### src/rtl/bus_own_pkg.sv
package bus_own_pkg;

    typedef enum logic [2:0] {
        ST_IDLE     = 3'd0,
        ST_ACCESS   = 3'd1,
        ST_REFRESH  = 3'd2,
        ST_RELEASED = 3'd3,
        ST_MWAIT    = 3'd4
    } own_state_e;

endpackage

### src/rtl/rst_wait_cnt.sv
module rst_wait_cnt #(
    parameter int WIDTH = 7
) (
    input  logic             clk,
    input  logic             por_n,
    output logic [WIDTH-1:0] cnt,
    output logic             done
);
    localparam logic [WIDTH-1:0] LIMIT = {WIDTH{1'b1}};

    assign done = (cnt == LIMIT);

    // Cleared only by power-on reset; saturates at LIMIT.
    always_ff @(posedge clk or negedge por_n) begin
        if (!por_n) begin
            cnt <= '0;
        end else if (!done) begin
            cnt <= cnt + 1'b1;
        end
    end
endmodule

### src/rtl/rfsh_pend.sv
module rfsh_pend (
    input  logic clk,
    input  logic por_n,
    input  logic tick,
    input  logic take,
    output logic pend
);
    // A tick in the same clock as a take keeps the flag set.
    always_ff @(posedge clk or negedge por_n) begin
        if (!por_n) begin
            pend <= 1'b0;
        end else begin
            pend <= tick | (pend & ~take);
        end
    end
endmodule

### src/rtl/own_fsm.sv
module own_fsm
    import bus_own_pkg::*;
(
    input  logic       clk,
    input  logic       por_n,
    input  logic       mrst,
    input  logic       ext_req,
    input  logic       acc_req,
    input  logic       cyc_done,
    input  logic       wait_done,
    input  logic       pend,
    output own_state_e state,
    output logic       take,
    output logic       ext_ack,
    output logic       rfsh_out,
    output logic       bus_oe,
    output logic       acc_gnt,
    output logic       rfsh_go
);
    own_state_e nxt;

    always_comb begin
        nxt = state;
        unique case (state)
            ST_IDLE: begin
                if (pend)                        nxt = ST_REFRESH;
                else if (mrst)                   nxt = ST_MWAIT;
                else if (ext_req)                nxt = ST_RELEASED;
                else if (acc_req && wait_done)   nxt = ST_ACCESS;
            end
            ST_ACCESS:   if (cyc_done) nxt = ST_IDLE;
            ST_REFRESH:  if (cyc_done) nxt = ST_IDLE;
            ST_RELEASED: if (!ext_req) nxt = ST_IDLE;
            ST_MWAIT: begin
                if (pend)       nxt = ST_REFRESH;
                else if (!mrst) nxt = ST_IDLE;
            end
            default: nxt = ST_IDLE;
        endcase
    end

    assign take = (nxt == ST_REFRESH) && (state != ST_REFRESH);

    always_ff @(posedge clk or negedge por_n) begin
        if (!por_n) begin
            state <= ST_IDLE;
        end else begin
            state <= nxt;
        end
    end

    always_comb begin
        ext_ack  = 1'b0;
        rfsh_out = 1'b0;
        bus_oe   = 1'b0;
        acc_gnt  = 1'b0;
        rfsh_go  = 1'b0;
        unique case (state)
            ST_IDLE, ST_MWAIT: ;
            ST_ACCESS: begin
                bus_oe  = 1'b1;
                acc_gnt = 1'b1;
            end
            ST_REFRESH: begin
                bus_oe  = 1'b1;
                rfsh_go = 1'b1;
            end
            ST_RELEASED: begin
                ext_ack  = 1'b1;
                rfsh_out = pend;
            end
            default: ;
        endcase
    end
endmodule

### src/rtl/bus_own_ctrl.sv
module bus_own_ctrl
    import bus_own_pkg::*;
#(
    parameter int WAIT_W = 7
) (
    input  logic clk,
    input  logic por_n,
    input  logic mrst,
    input  logic ext_req,
    input  logic acc_req,
    input  logic rfsh_tick,
    input  logic cyc_done,
    output logic ext_ack,
    output logic rfsh_out,
    output logic bus_oe,
    output logic acc_gnt,
    output logic rfsh_go
);
    logic [WAIT_W-1:0] wait_cnt;
    logic              wait_done;
    logic              pend;
    logic              take;
    own_state_e        state;

    rst_wait_cnt #(.WIDTH(WAIT_W)) i_wait (
        .clk   (clk),
        .por_n (por_n),
        .cnt   (wait_cnt),
        .done  (wait_done)
    );

    rfsh_pend i_pend (
        .clk   (clk),
        .por_n (por_n),
        .tick  (rfsh_tick),
        .take  (take),
        .pend  (pend)
    );

    own_fsm i_fsm (
        .clk       (clk),
        .por_n     (por_n),
        .mrst      (mrst),
        .ext_req   (ext_req),
        .acc_req   (acc_req),
        .cyc_done  (cyc_done),
        .wait_done (wait_done),
        .pend      (pend),
        .state     (state),
        .take      (take),
        .ext_ack   (ext_ack),
        .rfsh_out  (rfsh_out),
        .bus_oe    (bus_oe),
        .acc_gnt   (acc_gnt),
        .rfsh_go   (rfsh_go)
    );
endmodule

### config.mk
export PLATFORM = sky130hd
export DESIGN_NAME = bus_own_ctrl
export DESIGN_NICKNAME = d
export VERILOG_FILES = /design/src/rtl/bus_own_pkg.sv /design/src/rtl/rst_wait_cnt.sv /design/src/rtl/rfsh_pend.sv /design/src/rtl/own_fsm.sv /design/src/rtl/bus_own_ctrl.sv
export SDC_FILE = /design/constraint.sdc
export NUM_CORES = 1
export LEC_CHECK = 0
export ABC_CLOCK_PERIOD_IN_PS = 1350
export CORE_UTILIZATION = 42
export DETAILED_ROUTE_END_ITERATION = 6
export PLACE_DENSITY = 0.76
export SYNTH_ARGS = -nofsm -noshare
export SYNTH_HDL_FRONTEND = slang
export SYNTH_SLANG_ARGS = --single-unit
### constraint.sdc
create_clock -name clk -period 1.35 [get_ports clk]
set_clock_uncertainty 0.1 [all_clocks]
set_input_delay 0.135 -clock clk [delete_from_list [all_inputs] [get_ports clk]]
set_output_delay 0.135 -clock clk [all_outputs]
set_load 0.02 [all_outputs]
; ---- After elaboration in Yosys (flattened, before gate mapping)
; Index checks and enable logic that the tools add are counted.
[word_totals]
regBits = 11
input_bits = 7
wordCells = 32
[op_classes]
n_addsub = 1
n_eq_ne = 7
muxes = 14
bitwise_logic = 3
n_reduce_logical = 4
[op_table]
columns = op, count
row1 = $mux 3, 8
row2 = $pmux 3 s4, 1
row3 = $eq 3x2->1 const B, 3
row4 = $add 7x1->7 const B, 1
row5 = $eq 7x7->1 const B, 1
row6 = $mux 1, 5
row7 = $eq 3x1->1 const B, 1
row8 = $eq 3x3->1 const B, 1
row9 = $logic_not 3->1, 1
row10 = $ne 3x2->1 const B, 1
row11 = $logic_and 1x1->1, 2
row12 = $reduce_or 2->1, 1
row13 = $and 1x1->1, 1
row14 = $not 1->1, 1
row15 = $or 1x1->1, 1

; ---- Logic depth before layout (Yosys ltp)
; Gate-level depths: netlist of run 1.
[logic_depth]
depth_word = 12
mapped_depth = 4
mapped_depth_nobuf = 4

; ---- By module
; A second synthesis of run 1 with hierarchy kept.
[unflattened]
cells_unflattened = 51
area_unflattened_um2 = 593.1
[modules_own_cells]
columns = mod, instances, cells_each, area_each_um2, seq_area_each_um2
row1 = rst_wait_cnt, 1, 25, 347.8, 175.2
row2 = own_fsm, 1, 23, 209.0, 75.1
row3 = rfsh_pend, 1, 3, 36.3, 25.0

; ---- Worst setup path before layout of run 1
; OpenSTA, ideal clock, no wires.
[synth_path]
path_kind = flip-flop to output port
startpoint = reg i_fsm.state[1]
endpoint = out bus_oe
arrival_time_ps = 1302
required_ps = 1115
path_slack_ps = -187
stages_incl_launch_ff = 4
cell_sequence = dfrtp_1 -> inv_1 -> nor3_1 -> or2_2
[synth_via]
elab_chain_len = 3
elab_cells_between_ends = 4
classes_between = 2 x eq/ne / 1 x mux / 1 x reduce/logical
[synth_lines]
columns = element, line
row1 = start: declaration, own_fsm.sv:12  ; output own_state_e state,
row2 = start signal: assignment, own_fsm.sv:48  ; state <= nxt;
row3 = $eq 3x1->1 or $eq 3x2->1 (tied branches), own_fsm.sv:58  ; unique case (state)
row4 = $reduce_or 2->1 (no source line) *, -
row5 = $mux 1 *, own_fsm.sv:58
row6 = end: declaration, bus_own_ctrl.sv:15  ; output logic bus_oe,
; Mark *: on every way between the ends. The rest lies on a longest branch, timed or not.

; ---- Final worst setup path of run 1
[layout_path]
startpoint = reg i_fsm.state[2]
endpoint = out bus_oe
; Same word-level chain as after synthesis.

==> results by group, run 1 <==
Run status
  – Status: finished with violations
  – Violations in the final reports: setup timing

Clock tree
  – Hold-fix buffer count after cts: 0
  – TritonCTS clock tree: yes
  – Clock Sink Count: 11
  – CTS clk-pin slew, worst paths: 0.07 ns
  – Buffer depth of the longest clock path: 2
  – Clk_lat worst skew: 0.26 ns
  – Number of buffers created by CTS: 3
  – CTS Root Buffer Type: sky130_fd_sc_hd__clkbuf_4
  – H-tree depth reported by CTS: 1

Setup path
  – Logic depth of the worst register-to-register path: 4
  – Worst Setup Path Type: flop to output port
  – Largest stage delay on the critical path: 0.39 ns
  – WP data required: 1.12 ns
  – Worst Setup End Kind: output port
  – Reg-to-reg critical path endpoint: i_wait.cnt[1]
  – Crit path cell chain: nand2b_4, nor2_4, or2_4, buf_6
  – Slowest-stage cell, CP: sky130_fd_sc_hd__dfrtp_1
  – Highest net fanout along the worst path: 3
  – Reg2reg start: i_wait.cnt[0]
  – Critical Path Source Type: flop
  – Crit path DAT: 1.26 ns
  – Reg2reg setup slack: -0.09 ns

Worst hold path
  – Worst hold path class: primary input to asynchronous set/reset pin

Route
  – Routed metal-1 wire length: 744 µm
  – Router iterations before antenna repair: 4
  – Final antenna-violating net count: 0
  – Detailed-routed wire length on met2: 932 µm
  – Highest layer used for signal routing: met3
  – Total number of vias: 543
  – Routed wire length: 1750 µm
  – Drt via density: 5.32
  – Wire length per cell: 17.1 µm
  – DRC violations left: 0
  – First-iteration detailed-routing DRC count: 10
  – Met3 Wirelength: 71 µm

Synthesis
  – Warnings, synthesis: 0
  – Netlist Area Pre-Place: 547 µm²
  – Synth area leaders: sky130_fd_sc_hd__dfrtp_1 (50%), sky130_fd_sc_hd__nand4_4 (3.9%), sky130_fd_sc_hd__nand2_1 (3.4%)
  – Syn avg cell area: 10.3 µm²
  – Library cell with the largest summed area after synthesis: sky130_fd_sc_hd__dfrtp_1
  – Portion of the post-synthesis area used by sequential elements: 0.503
  – Flip-flop and latch count after synthesis: 11
  – Post-synthesis net count: 61
  – Portion of synthesized cell area occupied by the leading cell type: 0.503
  – Distinct cell type count of the synthesized netlist: 24
  – Gate count of the mapped netlist: 53

Layout
  – Share of cells above drive strength 1: 0.545
  – Final core utilization: 0.845
  – Net count, final: 97
  – Area taken by flip-flops and latches: 277 µm²
  – Diodes inserted: 0
  – Layout area overhead: 78.7%
  – Fill cell total of the finished layout: 63
  – Combined area of the multi-input logic cells: 359 µm²
  – Final standard cell area without fillers: 977 µm²
  – Non-Filler Instances: 102

Power
  – Total power: 1.34 mW
  – Power density over the cells: 1370 nW/µm²
  – Leakage power of the design: 0.432 nW
  – Largest voltage drop on the vdd net: 0.00105 V

Die
  – Vertical die dimension: 38.1 µm
  – Chip width: 38.1 µm
  – Area of the placeable core: 1160 µm²
  – Number of rows created at floorplan: 12
  – I/O pin cnt: 12
  – Full die area: 1450 µm²
  – Starting density of the core: 0.473

STA
  – Setup Viol. Count Final: 8
  – Transition time of the tightest slew-check pin: 0.318 ns
  – Setup repair after global routing missed its margin: yes
  – Max Clock Freq: 0.671 GHz
  – Slew Limit Headroom: 0.788
  – Hold Slack: 0.0588 ns
  – Count of final max-slew check failures: 0
  – Post-layout min period: 1.49 ns
  – Worst-case setup margin in the final layout: -0.141 ns
  – Ratio of final minimum period to clock period: 1.10
  – Final Hold Viols: 0

GRT
  – Pin count of the biggest net entering global routing: 12
  – First-pass GRT wire length: 2570 µm
  – Total routing resource utilization after global routing: 0.260
  – Via count of the first global-routing pass: 576
  – Initial antenna violation count: 0
  – Total congestion overflow: 0

Placed design
  – Final weighted congestion of routability-driven global placement: 0.775
  – Estimated wirelength of the detail-placed design: 978 µm
  – Number of cells after detailed placement: 92
  – Area of placed instances: 802 µm²
  – Number of buffers added on ports: 11

Run
  – Max-cap violations: 0
[logic make-up (layout without fill, tap and decap cells)]
logic type,after synthesis,in the layout,synth area share
adders and majority gates,1,1,0.0229
and+or+nand+nor,26,26,0.277
muxes,1,1,0.0275
xor gates and xnor gates,3,3,0.0481
DFF,11,11,0.503
buffers and inverters,1,36,0.00686
AOI/OAI and AO/OA,10,10,0.114
[cells in the mapped netlist, drive strengths merged]
master	n
a21oi	3
a31o	1
a31oi	1
and2	2
and3	2
dfrtp	11
ha	1
inv	1
mux2	1
nand2	5
nand2b	2
nand3	3
nand4	1
nor2	5
nor3	2
o21a	1
o21ai	2
o22ai	1
o32ai	1
or2	3
or3	1
xnor2	1
xor2	2
[power by group]
part,leakage [nW],switching (mW),internal [mW]
Combinational,0.286,0.331,0.380
Clock,0.0150,0.107,0.114
Sequential,0.131,0.0399,0.367
[final cells by class]
cell class / count / area share
well taps: 14 / 0.0179
clock buffers: 4 / 0.0269
multi-input cells: 41 / 0.367
inverters: 1 / 0.00384
repair buffers: 31 / 0.301
flip-flops and latches: 11 / 0.283
[metrics by stage]
step / setup slack, ns / TNS, ns
final: -0.141 / -0.591
after global routing: -0.188 / -0.916
after CTS: -0.110 / -0.372
after detailed placement: -0.282 / -1.10
after global placement: -0.262 / -1.00
after floorplan: -0.0770 / -0.0912
[sequential cells by signal, indices dropped and copies added (netlist names)]
register     cells
i_wait.cnt       7
i_fsm.state      3
i_pend.pend      1
[placed cells by master, fill, tap and decap left out, types with 2 or more instances in the layout]
cell type and instances:
sky130_fd_sc_hd__a21oi_1 3, sky130_fd_sc_hd__buf_4 15, sky130_fd_sc_hd__buf_6 9, sky130_fd_sc_hd__clkbuf_4 3
sky130_fd_sc_hd__clkdlybuf4s50_1 6, sky130_fd_sc_hd__dfrtp_1 10, sky130_fd_sc_hd__nand2_1 5, sky130_fd_sc_hd__nand3_1 2
sky130_fd_sc_hd__nor2_1 3, sky130_fd_sc_hd__nor2_4 2, sky130_fd_sc_hd__o21ai_0 2, sky130_fd_sc_hd__or2_4 2
sky130_fd_sc_hd__xor2_1 2
[per-layer routing]
metal,track usage,up-vias
met1,0.313,269
met5,0,-
li1,-,258
met3,0.0988,0
met2,0.441,16
met4,0.0446,0
[worst max path at each step]
| stage | from | depth (start not counted) | endpoint |
|---|---|---|---|
| 4_1_cts | i_fsm.state[0] | 4 | bus_oe |
| 3_3_place_gp | i_fsm.state[1] | 4 | bus_oe |
| 2_1_floorplan | i_wait.cnt[0] | 4 | i_wait.cnt[1] |
| 6_report | i_fsm.state[2] | 4 | bus_oe |
| 3_5_place_dp | i_fsm.state[0] | 4 | bus_oe |
| 5_1_grt | i_fsm.state[2] | 4 | bus_oe |
[repair_timing]
action | in CTS | in global routing
resized for setup | 32 | 19
buffers inserted | 4 | 2
pin swaps | 2 | 3
endpoints found under the setup margin | 8 | 9
[critical path: cells and delay by family, from the launching register on]
family | cells | cell delay, ns
buffers and inverters | 1 | 0.13
AND/OR/NAND/NOR | 3 | 0.48
flip-flops | 1 | 0.39
Note: power is estimated with default switching activity, not from simulation.
==> inputs of run 2 (changes only) <==
--- a/config.mk
+++ b/config.mk
@@ -5,10 +5,13 @@
 export SDC_FILE = /design/constraint.sdc
 export NUM_CORES = 1
 export LEC_CHECK = 0
+export ABC_AREA = 1
 export ABC_CLOCK_PERIOD_IN_PS = 1350
-export CORE_UTILIZATION = 42
+export CORE_AREA = 2 2 39 41
+export CTS_BUF_LIST = sky130_fd_sc_hd__clkbuf_8
 export DETAILED_ROUTE_END_ITERATION = 6
-export PLACE_DENSITY = 0.76
+export DIE_AREA = 0 0 41 43
+export PLACE_DENSITY = 0.78
 export SYNTH_ARGS = -nofsm -noshare
 export SYNTH_HDL_FRONTEND = slang
 export SYNTH_SLANG_ARGS = --single-unit
==> run 2 against run 1 <==
The flow still finishes with violations (setup timing). Setup slack gained 0.058 ns. Largest power group unchanged. Worst hold slack improved by 0.082 ns. Combinational power down 16%.
==> results by group, run 2 <==
Synthesis
  – Syn avg cell area: 7.99 µm²
  – Area share of and/or/nand/nor cells after synthesis: 0.330
  – Library cell with the largest summed area after synthesis: sky130_fd_sc_hd__dfrtp_1
  – Netlist Area Pre-Place: 583 µm²
  – Synth area leaders: sky130_fd_sc_hd__dfrtp_1 (47%), sky130_fd_sc_hd__nand2_1 (10%), sky130_fd_sc_hd__inv_1 (6.4%)
  – EDFF count, synth: 0
  – Most frequent cells after synthesis: sky130_fd_sc_hd__nand2_1 (16), sky130_fd_sc_hd__dfrtp_1 (11), sky130_fd_sc_hd__inv_1 (10)
  – Portion of synthesized cell area occupied by the leading cell type: 0.472
  – Distinct cell type count of the synthesized netlist: 21
  – Portion of the post-synthesis area used by sequential elements: 0.472
  – Flip-flop and latch count after synthesis: 11
  – Warnings, synthesis: 0
  – Xor and xnor fraction of the mapped netlist area: 0.0150
  – Post-synthesis net count: 81
  – Proportion of register bits with asynchronous set or reset after synthesis: 1.00
  – Adder-Cell Fraction of Synth Area: 0.0215
  – Primary flip-flop cell chosen by synthesis mapping: sky130_fd_sc_hd__dfrtp_1
  – Share of the synthesized area in compound gates (AO/OA/AOI/OAI): 0.0773
  – Largest family of logic cells by synthesized area: simple AND/OR/NAND/NOR gates
  – Share of synthesized area spent on multiplexers: 0
  – Most numerous cell in the Yosys netlist: sky130_fd_sc_hd__nand2_1
  – Gate count of the mapped netlist: 73

STA
  – Slew Limit Headroom: 0.657
  – Max Clock Freq: 0.698 GHz
  – Transition time of the tightest slew-check pin: 0.513 ns
  – Setup Viol. Count Final: 4
  – Worst-case setup margin in the final layout: -0.0826 ns
  – Post-layout min period: 1.43 ns
  – Ratio of final minimum period to clock period: 1.06
  – Fin Setup TNS: -0.137 ns
  – Setup repair after global routing missed its margin: yes
  – Count of final max-slew check failures: 0
  – Final Hold Viols: 0

Die
  – I/O pin cnt: 12
  – Number of rows created at floorplan: 14
  – Chip width: 41 µm
  – Full die area: 1760 µm²
  – Starting density of the core: 0.421
  – Vertical die dimension: 43 µm
  – Area of the placeable core: 1380 µm²

GRT
  – Grt met3 use: 0.0314
  – Initial antenna violation count: 0
  – Pin count of the biggest net entering global routing: 12
  – First-pass GRT wire length: 2260 µm
  – Total congestion overflow: 0
  – Total routing resource utilization after global routing: 0.187
  – Via count of the first global-routing pass: 519
  – Met1 usage in global routing: 0.259
  – Met2 track demand over resource in global routing: 0.284
  – Routing layer with the top usage in global route: met2

Route
  – Drt via density: 4.77
  – Wire length per cell: 12.0 µm
  – Router iterations before antenna repair: 4
  – Routed wire length: 1380 µm
  – DRC violations left: 0
  – Final antenna-violating net count: 0
  – First-iteration detailed-routing DRC count: 11
  – Total number of vias: 549

Placed design
  – Setup slack at placement: -0.264 ns
  – Estimated wirelength of the detail-placed design: 986 µm
  – Final weighted congestion of routability-driven global placement: 0.790
  – Number of buffers added on ports: 11

Layout
  – Largest register FFs: 7
  – Layout area overhead: 52.1%
  – Reg with most FFs: i_wait.cnt
  – Most frequent cells in the layout: sky130_fd_sc_hd__nand2_1 (13), sky130_fd_sc_hd__buf_4 (12), sky130_fd_sc_hd__inv_1 (9), sky130_fd_sc_hd__dfrtp_1 (9)
  – Fill cell total of the finished layout: 114
  – Diodes inserted: 0
  – Biggest registers after layout: i_wait.cnt x7, i_fsm.state x3, i_pend.pend x1
  – Share of cells above drive strength 1: 0.414
  – Leading cell type in the layout, fill and taps excluded: sky130_fd_sc_hd__nand2_1
  – Net count, final: 108

Worst hold path
  – Worst hold path class: primary input to asynchronous set/reset pin

Clock tree
  – Clk_lat worst skew: 0.24 ns
  – Buffer depth of the longest clock path: 2
  – Number of buffers created by CTS: 3
  – TritonCTS clock tree: yes
  – Hold-fix buffer count after cts: 0
  – CTS clk-pin slew, worst paths: 0.05 ns
  – Clock Sink Count: 11
  – H-tree depth reported by CTS: 1
  – CTS Root Buffer Type: sky130_fd_sc_hd__clkbuf_8

Power
  – Largest voltage drop on the vdd net: 0.000911 V
  – Leakage power of the design: 0.460 nW
  – Power density over the cells: 1510 nW/µm²

Setup path
  – Worst Setup End Kind: output port
  – Reg2reg setup slack: 0.03 ns
  – Reg-to-reg critical path endpoint: i_fsm.state[1]
  – Critical path capture point: bus_oe
  – Critical Path Source Type: flop
  – WP data required: 1.12 ns
  – Worst Setup Path Type: flop to output port
  – Logic depth of the worst register-to-register path: 8
  – Reg2reg start: i_wait.cnt[0]
  – Highest net fanout along the worst path: 4
  – Origin of the worst setup path: i_fsm.state[2]
  – Crit path DAT: 1.20 ns

Run status
  – Violations in the final reports: setup timing
  – Status: finished with violations

Run
  – Max-cap violations: 0
## run 2: changes by cell type in the layout (fill, tap and decap cells not counted), moves of 3 or more
cell | previous run | this run
sky130_fd_sc_hd__buf_4 | 15 | 12
sky130_fd_sc_hd__buf_6 | 9 | 3
sky130_fd_sc_hd__clkbuf_4 | 3 | 0
sky130_fd_sc_hd__clkbuf_8 | 0 | 3
sky130_fd_sc_hd__inv_1 | 0 | 9
sky130_fd_sc_hd__inv_2 | 1 | 4
sky130_fd_sc_hd__nand2_1 | 5 | 13
sky130_fd_sc_hd__nand2_2 | 0 | 5
sky130_fd_sc_hd__nor2_1 | 3 | 6
## run 2: logic make-up (layout without fill, tap and decap cells)
kind of cell | after synthesis | count (layout)
and+or+nand+nor | 39 | 39
buffers and inverters | 13 | 39
DFF | 11 | 11
AOI/OAI and AO/OA | 8 | 8
adders and majority gates | 1 | 1
xor gates and xnor gates | 1 | 1
## run 2: power breakdown
group	internal (mW)	total [mW]	switching (mW)
clock	0.200	0.324	0.125
combinational	0.303	0.597	0.294
sequential	0.369	0.416	0.0463
total	0.872	1.34	0.465
## run 2: through the flow
stage / cell area [µm²] / util / hold WS (ns) / std cells / total power, mW
global placement: 779 / 0.563 / 0.353 / 108 / 0.886
floorplan: 589 / - / -0.261 / 73 / 0.664
finish: 887 / 0.641 / 0.141 / 115 / 1.34
global route: 887 / 0.641 / 0.185 / 115 / 1.42
CTS: 826 / 0.597 / 0.149 / 112 / 1.24
detailed placement: 779 / 0.563 / 0.368 / 108 / 0.896
## run 2: cell type report
cell class              count  area [µm²]  share of cell area
clock buffers               3        41.3              0.0465
clock inverters             1        3.75             0.00423
inverters                  13        51.3              0.0578
multi-input cells          49         304               0.343
flip-flops and latches     11         278               0.313
well taps                  16        20.0              0.0226
repair buffers             22         189               0.213
## run 2: worst min-delay path by stage
| stage | to | cells after the start | slack, ns |
|---|---|---|---|
| detailed placement | i_wait.cnt[6] | 2 | 0.37 |
| CTS | i_wait.cnt[5] | 1 | 0.15 |
| global route | i_wait.cnt[5] | 1 | 0.18 |
| finish | i_wait.cnt[5] | 1 | 0.14 |
| floorplan | i_fsm.state[0] | 0 | -0.26 |
| global placement | i_wait.cnt[6] | 2 | 0.35 |
## run 2: critical path: stages (launching register included)
cell and delay (ns):
sky130_fd_sc_hd__dfrtp_2 0.43, sky130_fd_sc_hd__inv_2 0.06, sky130_fd_sc_hd__nand3_2 0.08, sky130_fd_sc_hd__inv_2 0.04, sky130_fd_sc_hd__or2_1 0.22, sky130_fd_sc_hd__buf_6 0.14
## run 2: layer usage
metal / share of wire / wire length [µm] / vias to the layer above
li1: - / - / 282
met1: 0.48 / 665 / 255
met2: 0.49 / 674 / 8
met3: 0.014 / 20 / 4
met4: 0.017 / 24 / 0
met5: 0 / 0 / -
## run 2: what timing repair did
item | in CTS | in global routing
endpoints found under the setup margin | 5 | 8
buffers inserted | 0 | 3
resized for setup | 31 | 12
pin swaps | 3 | 7
gates cloned | 0 | 0
==> inputs of run 3 (changes only) <==
--- a/config.mk
+++ b/config.mk
@@ -11,7 +11,7 @@
 export CTS_BUF_LIST = sky130_fd_sc_hd__clkbuf_8
 export DETAILED_ROUTE_END_ITERATION = 6
 export DIE_AREA = 0 0 41 43
-export PLACE_DENSITY = 0.78
+export PLACE_DENSITY = 0.73
 export SYNTH_ARGS = -nofsm -noshare
 export SYNTH_HDL_FRONTEND = slang
 export SYNTH_SLANG_ARGS = --single-unit
==> run 3 against run 2 <==
The run still ends with setup timing left. Flip-flop and latch count unchanged. Via count down 0.73%. Die area unchanged. Power down 4.1%. Global-route usage down 3.4 points. First-iteration DRC count down 36%. Maximum frequency up 0.72%. Critical path depth unchanged. Utilization down 0.45 points. Worst hold slack worse by 0.0048 ns. Cell area down 0.71%. Critical endpoint unchanged. Largest power group unchanged.
==> results by group, run 3 (synthesis results as in run 2) <==
Run status
  – Status: finished with violations
  – Violations in the final reports: setup timing

STA
  – Worst-case setup margin in the final layout: -0.0723 ns
  – Transition time of the tightest slew-check pin: 0.493 ns
  – Setup repair after global routing missed its margin: yes
  – Count of final max-slew check failures: 0
  – Hold Slack: 0.136 ns
  – Post-layout min period: 1.42 ns
  – Slew Limit Headroom: 0.670
  – Setup Viol. Count Final: 3
  – Ratio of final minimum period to clock period: 1.05
  – Max Clock Freq: 0.703 GHz
  – Final Hold Viols: 0

Power
  – Comb power frac: 0.436
  – Fraction of power consumed by sequential logic: 0.316
  – Power density over the cells: 1460 nW/µm²
  – Largest voltage drop on the vdd net: 0.000758 V
  – Clock network fraction of total power: 0.247
  – Internal power: 0.838 mW
  – Net Switching: 0.444 mW
  – Net Sw Frac: 0.346
  – Leakage power of the design: 0.463 nW

Die
  – Area of the placeable core: 1380 µm²
  – Starting density of the core: 0.421
  – Vertical die dimension: 43 µm
  – Number of rows created at floorplan: 14
  – Full die area: 1760 µm²
  – I/O pin cnt: 12
  – Chip width: 41 µm

Setup path
  – WP data required: 1.12 ns
  – Dominant cell type by count on the critical path: sky130_fd_sc_hd__inv_2
  – Worst Setup Path Type: flop to output port
  – Crit path DAT: 1.19 ns
  – Largest stage delay on the critical path: 0.42 ns
  – Crit path cell chain: inv_2, nand3_2, inv_2, or2_1, buf_6
  – Slowest-stage cell, CP: sky130_fd_sc_hd__dfrtp_2
  – Buffer and inverter count on the worst path: 3
  – Critical Path Source Type: flop
  – Worst path top cell family by delay: flip-flops
  – Worst Setup End Kind: output port
  – Highest net fanout along the worst path: 4

GRT
  – Pin count of the biggest net entering global routing: 12
  – Total congestion overflow: 0
  – Initial antenna violation count: 0
  – First-pass GRT wire length: 1790 µm
  – Via count of the first global-routing pass: 475
  – Total routing resource utilization after global routing: 0.153

Route
  – Total number of vias: 545
  – Routed wire length: 1270 µm
  – Router iterations before antenna repair: 4
  – Wire length per cell: 11.0 µm
  – Final antenna-violating net count: 0
  – Drt via density: 4.70
  – DRC violations left: 0
  – First-iteration detailed-routing DRC count: 7

Clock tree
  – Hold-fix buffer count after cts: 0
  – Clk_lat worst skew: 0.23 ns
  – H-tree depth reported by CTS: 1
  – CTS Root Buffer Type: sky130_fd_sc_hd__clkbuf_8
  – TritonCTS clock tree: yes
  – CTS clk-pin slew, worst paths: 0.05 ns
  – Clock Sink Count: 11
  – Buffer depth of the longest clock path: 2
  – Number of buffers created by CTS: 3

Layout
  – Largest register FFs: 7
  – Combined area of the multi-input logic cells: 299 µm²
  – Leading cell type in the layout, fill and taps excluded: sky130_fd_sc_hd__nand2_1
  – Reg with most FFs: i_wait.cnt
  – Share of cells above drive strength 1: 0.400
  – Final standard cell area without fillers: 881 µm²
  – Layout area overhead: 51.1%
  – Net count, final: 109
  – Most frequent cells in the layout: sky130_fd_sc_hd__nand2_1 (15), sky130_fd_sc_hd__buf_4 (13), sky130_fd_sc_hd__inv_1 (9), sky130_fd_sc_hd__dfrtp_1 (9)
  – Final core utilization: 0.637
  – Diodes inserted: 0
  – Biggest registers after layout: i_wait.cnt x7, i_fsm.state x3, i_pend.pend x1
  – Area taken by flip-flops and latches: 278 µm²
  – Fill cell total of the finished layout: 109

Run
  – Max-cap violations: 0

Placed design
  – Number of buffers added on ports: 11
  – Area of placed instances: 764 µm²
  – Final weighted congestion of routability-driven global placement: 0.762
  – Estimated wirelength of the detail-placed design: 874 µm
  – Setup slack at placement: -0.265 ns

Worst hold path
  – Worst hold path class: primary input to asynchronous set/reset pin
[run 3: cell count changes in the layout (fill, tap and decap cells not counted), sizes merged]
cell	delta
buf	+1
[run 3: worst paths after layout]
path,startpoint,to,slack (ns),depth (start not counted)
worst max register to register,i_wait.cnt[1],i_fsm.state[1],0.04,8
worst min-delay path,por_n,i_wait.cnt[3],0.14,1
max in group asynchronous,por_n,i_fsm.state[0],0.65,1
min in group clk,i_wait.cnt[6],i_wait.cnt[6],0.36,2
worst max-delay path,i_fsm.state[2],bus_oe,-0.07,5
worst min register to register,i_wait.cnt[6],i_wait.cnt[6],0.36,2
[run 3: worst reg2reg max path, delay by kind of cell, from the launching register on]
family                   cells  cell delay (ns)
adder cells (fa/ha/maj)      1             0.19
flip-flops                   1             0.37
AND/OR/NAND/NOR              7             0.54
[run 3: area by class of cell]
| class | count | area share |
|---|---|---|
| Clock buffer | 3 | 0.0469 |
| Inverter | 13 | 0.0554 |
| Sequential cell | 11 | 0.315 |
| Tap cell | 16 | 0.0227 |
| Clock inverter | 1 | 0.00426 |
| Multi-Input combinational cell | 49 | 0.339 |
| Timing Repair Buffer | 23 | 0.216 |
[run 3: what timing repair did]
action                                  CTS  global route
resized for setup                        28            10
pin swaps                                 2             3
cloned                                    0             0
buffers inserted                          2             4
endpoints found under the setup margin    5             8
[run 3: stage by stage]
step / setup TNS (ns) / std cells / power (mW)
after floorplan: 0 / 73 / 0.664
after CTS: -0.0896 / 112 / 1.21
after detailed placement: -1.06 / 106 / 0.880
after global placement: -1.00 / 106 / 0.871
final: -0.111 / 116 / 1.28
after global routing: -0.342 / 116 / 1.37
[run 3: per-layer routing]
layer | up-vias | routed length, µm | share of wire | GRT usage
li1 | 281 | - | - | -
met1 | 253 | 611 | 0.48 | 0.215
met2 | 9 | 601 | 0.47 | 0.203
met3 | 2 | 43 | 0.034 | 0.0471
met4 | 0 | 17 | 0.013 | 0.0800
met5 | - | 0 | 0 | 0
[run 3: power groups by stage]
stage / Sequential (mW) / Combinational (mW) / Clock (mW)
6_report: 0.405 / 0.559 / 0.317
3_3_place_gp: 0.402 / 0.469 / 0
3_5_place_dp: 0.403 / 0.477 / 0
2_1_floorplan: 0.406 / 0.258 / 0
5_1_grt: 0.410 / 0.603 / 0.353
4_1_cts: 0.398 / 0.487 / 0.321
